[config.mk]
export PLATFORM = sky130hd
export DESIGN_NAME = prio_enc16
export DESIGN_NICKNAME = d
export VERILOG_FILES = /design/src/rtl/prio_pkg.sv /design/src/rtl/prio_stage.sv /design/src/rtl/prio_merge.sv /design/src/rtl/prio_enc16.sv
export SDC_FILE = /design/constraint.sdc
export NUM_CORES = 1
export LEC_CHECK = 0
export BUFFER_PORTS_ARGS = -buffer_cell sky130_fd_sc_hd__buf_4
export CAP_MARGIN = 20
export CORE_AREA = 2 2 39 41
export DETAILED_ROUTE_END_ITERATION = 8
export DIE_AREA = 0 0 41 43
export PLACE_DENSITY = 0.46
export SLEW_MARGIN = 20
export SYNTH_ARGS = -nofsm -noshare
export SYNTH_HDL_FRONTEND = slang
export SYNTH_HIERARCHICAL = 1
export SYNTH_SLANG_ARGS = --single-unit
[constraint.sdc]
create_clock -name vclk -period 1.3
set_clock_uncertainty 0.05 [all_clocks]
set_input_delay 0.13 -clock vclk [all_inputs]
set_output_delay 0.13 -clock vclk [all_outputs]
set_load 0.01 [all_outputs]
[src/rtl/prio_pkg.sv]
package prio_pkg;
  localparam int unsigned MAX_LANES = 16;
  localparam int unsigned MAX_IW    = $clog2(MAX_LANES);

  typedef struct packed {
    logic              hit;
    logic [MAX_IW-1:0] idx;
  } pick_t;

  // Highest set bit of an active-high request vector (upper lanes win).
  function automatic pick_t pick_top(input logic [MAX_LANES-1:0] act);
    pick_t r;
    r = '0;
    for (int i = 0; i < MAX_LANES; i++) begin
      if (act[i]) begin
        r.hit = 1'b1;
        r.idx = MAX_IW'(i);
      end
    end
    return r;
  endfunction

  function automatic logic nand2(input logic a, input logic b);
    return ~(a & b);
  endfunction
endpackage

[src/rtl/prio_stage.sv]
module prio_stage
  import prio_pkg::*;
#(
  parameter int unsigned LANES = 8,
  localparam int unsigned IW = $clog2(LANES)
) (
  input  logic [LANES-1:0] req_n,
  input  logic             ei_n,
  output logic [IW-1:0]    a_n,
  output logic             gs_n,
  output logic             eo_n
);
  logic [MAX_LANES-1:0] act_ext;
  pick_t                pick;
  logic                 stage_on;
  logic                 req_seen;
  logic [IW:0]          sel;

  always_comb begin
    act_ext            = '0;
    act_ext[LANES-1:0] = ~req_n;
    pick               = pick_top(act_ext);
  end

  assign stage_on = ~ei_n;
  assign req_seen = pick.hit;

  always_comb begin
    a_n  = '1;
    gs_n = 1'b1;
    eo_n = 1'b1;
    if (stage_on) begin
      if (req_seen) begin
        a_n  = ~pick.idx[IW-1:0];
        gs_n = 1'b0;
      end else begin
        eo_n = 1'b0;
      end
    end
  end

  assign sel = {1'b0, ~a_n};

  // Checks next to the stage logic.
  always_comb begin
    p_excl_r8: assert (gs_n | eo_n)
      else $error("stage group flag and pass-down both low");
    p_off_r4: assert (!ei_n || (gs_n && eo_n && (&a_n)))
      else $error("disabled stage drives an active output");
    p_pass_r3: assert (eo_n || (&req_n))
      else $error("pass-down asserted with a pending request");
    p_win_r8: assert (gs_n || (req_n[sel[IW-1:0]] == 1'b0))
      else $error("reported lane is not asserted");
    p_above_r1: assert (gs_n || (&(req_n | ~({LANES{1'b1}} << (sel + 1'b1)))))
      else $error("a more urgent lane is asserted");
  end

  initial begin
    p_lanes_r1: assert (LANES <= MAX_LANES && LANES >= 2)
      else $error("stage width out of range");
  end
endmodule

[src/rtl/prio_merge.sv]
module prio_merge
  import prio_pkg::*;
#(
  parameter int unsigned IW = 3
) (
  input  logic [IW-1:0] up_a_n,
  input  logic          up_gs_n,
  input  logic [IW-1:0] lo_a_n,
  input  logic          lo_gs_n,
  output logic [IW:0]   code,
  output logic          valid
);
  genvar g;
  generate
    for (g = 0; g < IW; g++) begin : g_bit
      assign code[g] = nand2(up_a_n[g], lo_a_n[g]);
    end
  endgenerate

  assign code[IW] = ~up_gs_n;
  assign valid    = nand2(up_gs_n, lo_gs_n);

  // The two stages are never active together.
  always_comb begin
    p_one_grp_r5: assert (up_gs_n | lo_gs_n)
      else $error("both halves claim the request");
    p_idle_code_r7: assert (valid || (code == '0))
      else $error("nonzero code with no winner");
  end
endmodule

[src/rtl/prio_enc16.sv]
module prio_enc16
  import prio_pkg::*;
#(
  parameter int unsigned LANES = 8,
  localparam int unsigned IW    = $clog2(LANES),
  localparam int unsigned CW    = IW + 1,
  localparam int unsigned TOTAL = 2 * LANES
) (
  input  logic [TOTAL-1:0] req_n,
  input  logic             en_n,
  output logic [CW-1:0]    code,
  output logic             valid,
  output logic             eo_n
);
  logic [IW-1:0] up_a_n, lo_a_n;
  logic          up_gs_n, lo_gs_n;
  logic          chain_en_n;

  prio_stage #(.LANES(LANES)) u_upper (
    .req_n (req_n[TOTAL-1:LANES]),
    .ei_n  (en_n),
    .a_n   (up_a_n),
    .gs_n  (up_gs_n),
    .eo_n  (chain_en_n)
  );

  prio_stage #(.LANES(LANES)) u_lower (
    .req_n (req_n[LANES-1:0]),
    .ei_n  (chain_en_n),
    .a_n   (lo_a_n),
    .gs_n  (lo_gs_n),
    .eo_n  (eo_n)
  );

  prio_merge #(.IW(IW)) u_merge (
    .up_a_n  (up_a_n),
    .up_gs_n (up_gs_n),
    .lo_a_n  (lo_a_n),
    .lo_gs_n (lo_gs_n),
    .code    (code),
    .valid   (valid)
  );

  always_comb begin
    p_valid_r2: assert (valid == (!en_n && !(&req_n)))
      else $error("valid disagrees with the requests");
    p_off_r4: assert (!en_n || (code == '0 && !valid && eo_n))
      else $error("disabled chain drives outputs");
    p_upper_r5: assert (en_n || (&req_n[TOTAL-1:LANES]) || code[IW])
      else $error("upper request lost to lower half");
    p_chain_r3: assert (eo_n || (!en_n && (&req_n)))
      else $error("chain enable out asserted wrongly");
  end
endmodule

==> results_dict.tcl <==
set metrics [dict create \
    status "finished, violations left" \
    max_cap_viol_count 0 \
    gp_congestion 0.746 \
    drt-wirelength-per-cell_microns 8.88 \
    path_max_fanout 5 \
    grt_usage_pct 8.79 \
    rsz0062_at_grt "yes" \
    cp.required_ns 1.12 \
    crit_path_top_delay_cell "or3_4" \
    synth_warnings 6 \
    seq_cells 0 \
    timing.final.crit_share_pct 107 \
    path_common_cell "buf_6" \
    worstPathArrival_ns 1.21 \
    slew_viol_final 0 \
    slew-limit-headroom_pct 91.3 \
    row_count 14 \
    synth_area_leader_cell "nand2b_1" \
    grt_overflow 0 \
    worst_pin_slew_ns 0.130 \
    slowest_delay_ns 0.41 \
    die_h_microns 43 \
    synth.distinct_cells 11 \
    start_util_pct 13.8 \
    fin_hold_ws_ns 0.608 \
    netlist_instances 33 \
    worstSetupEndpointType "output port" \
    cellPowerDensity_nw_per_um2 254 \
    antenna_found_initial 0 \
    seq_area_sq_um 0 \
    final_cell_mix "buf_4, buf_6, nand2_1" \
    start_kind "primary input" \
    core_region_area_sq_um 1380 \
    drt_pass1_iterations 4 \
    vias_per_cell 4.20 \
    antenna_left 0 \
    clockBufferCount 0 \
    yosysSeqAreaShare_pct 0 \
    setup_violations 3 \
    drt_iter0_drc 2 \
    dieArea_sq_um 1760 \
    synth.area.top_cells "nand2b_1, nand2_1, nand4_1" \
    pin_count 23 \
    dp_cells 80 \
    holdBufCountCts 0 \
    fmax_mhz 720 \
    finalHoldViolCount 0 \
    leakage_nw 0.240 \
    hp-class "primary input to output port" \
    area_growth_pct 160 \
    hold_depth 4 \
    io_buffers 23 \
    syn-cell-area_sq_um 191 \
    final_common_cell "buf_4" \
    drcViolationCount 0 \
    syn_nets 50 \
    vias 340 \
    grt_pass1_wl_microns 1170 \
    crit_type "primary input to output port" \
    nNetsFinal 84 \
    routed_wl_microns 719 \
    power.total_mw 0.126 \
    violations "negative setup slack" \
    antenna_cells 0 \
    path_cells "buf_6 -> nand4_1 -> or3_4 -> a311o_1 -> nand2_1 -> buf_6" \
    ir_worst_vdd_mv 0.0599 \
    synth_top_cell_area_share_pct 19.6 \
    die_w_microns 41 \
    hold_end "code[1]" \
    period_needed_ns 1.39 \
    final_cells 81 \
    grt_max_degree 6 \
    first_global_vias 310 \
    min_from "req_n[6]" \
    fin_ws_ns -0.0892 \
    avgSynthCellArea_sq_um 5.80 \
    drive_gt1_share_pct 55.4 \
]
[report_power, final]
part	switching (mW)	total [mW]	internal, mW
Clock	0	0	0
Combinational	0.0440	0.126	0.0825
Sequential	0	0	0
[routing by layer]
metal / vias up / track usage, % / part of all wire, % / wire (microns)
li1: 186 / - / - / -
met1: 148 / 11.4 / 39 / 277
met2: 6 / 16.3 / 58 / 418
met3: 0 / 0 / 3.2 / 23
met4: 0 / 0 / 0 / 0
met5: - / 0 / 0 / 0
[synth_stat cells]
| master | instances |
|---|---|
| a21o_1 | 2 |
| a311o_1 | 2 |
| a31o_2 | 2 |
| inv_1 | 1 |
| nand2_1 | 8 |
| nand2b_1 | 6 |
| nand3_1 | 2 |
| nand4_1 | 4 |
| nor2_1 | 2 |
| or2_1 | 2 |
| or3_1 | 2 |
[cells by family after synthesis]
group	count (synthesis)	share of synthesized area (%)
AO/OA/AOI/OAI	6	27.5
buffers and inverters	1	1.96
AND/OR/NAND/NOR	26	70.6
[worst max-delay path: cells and delay by family]
kind	cells	cell delay [ns]
buffers and inverters	2	0.17
AOI/OAI and AO/OA	1	0.28
and+or+nand+nor	3	0.62
[worst max-delay path by stage]
stage	endpoint	slack (ns)	start	depth (start not counted)
floorplan	eo_n	0.05	req_n[15]	3
global placement	eo_n	-0.16	req_n[15]	5
detailed placement	eo_n	-0.19	req_n[15]	5
CTS	code[0]	-0.11	req_n[14]	6
global route	code[0]	-0.14	req_n[15]	6
finish	code[0]	-0.09	req_n[15]	6
[final cells by class]
type	count	area [sq um]
fillers	152	886
repair buffers	32	270
multi-input cells	32	204
well taps	16	20.0
inverters	1	3.75
[through the flow]
step | cell area [sq um] | setup TNS [ns] | util [%] | setup slack, ns
4_1_cts | 468 | -0.292 | 33.8 | -0.114
5_1_grt | 498 | -0.397 | 36.0 | -0.143
6_report | 498 | -0.185 | 36.0 | -0.0892
2_1_floorplan | 191 | 0 | - | 0.0483
3_3_place_gp | 444 | -0.399 | 32.1 | -0.160
3_5_place_dp | 444 | -0.508 | 32.1 | -0.187
[timing repair]
item                                   in CTS  in global routing
buffers inserted                            0                  1
resized for setup                           6                  5
pin swaps                                   7                  4
setup endpoints to repair                   4                  5
endpoints found under the hold margin       0                  0
No activity file was read; power rests on OpenSTA's default activity.
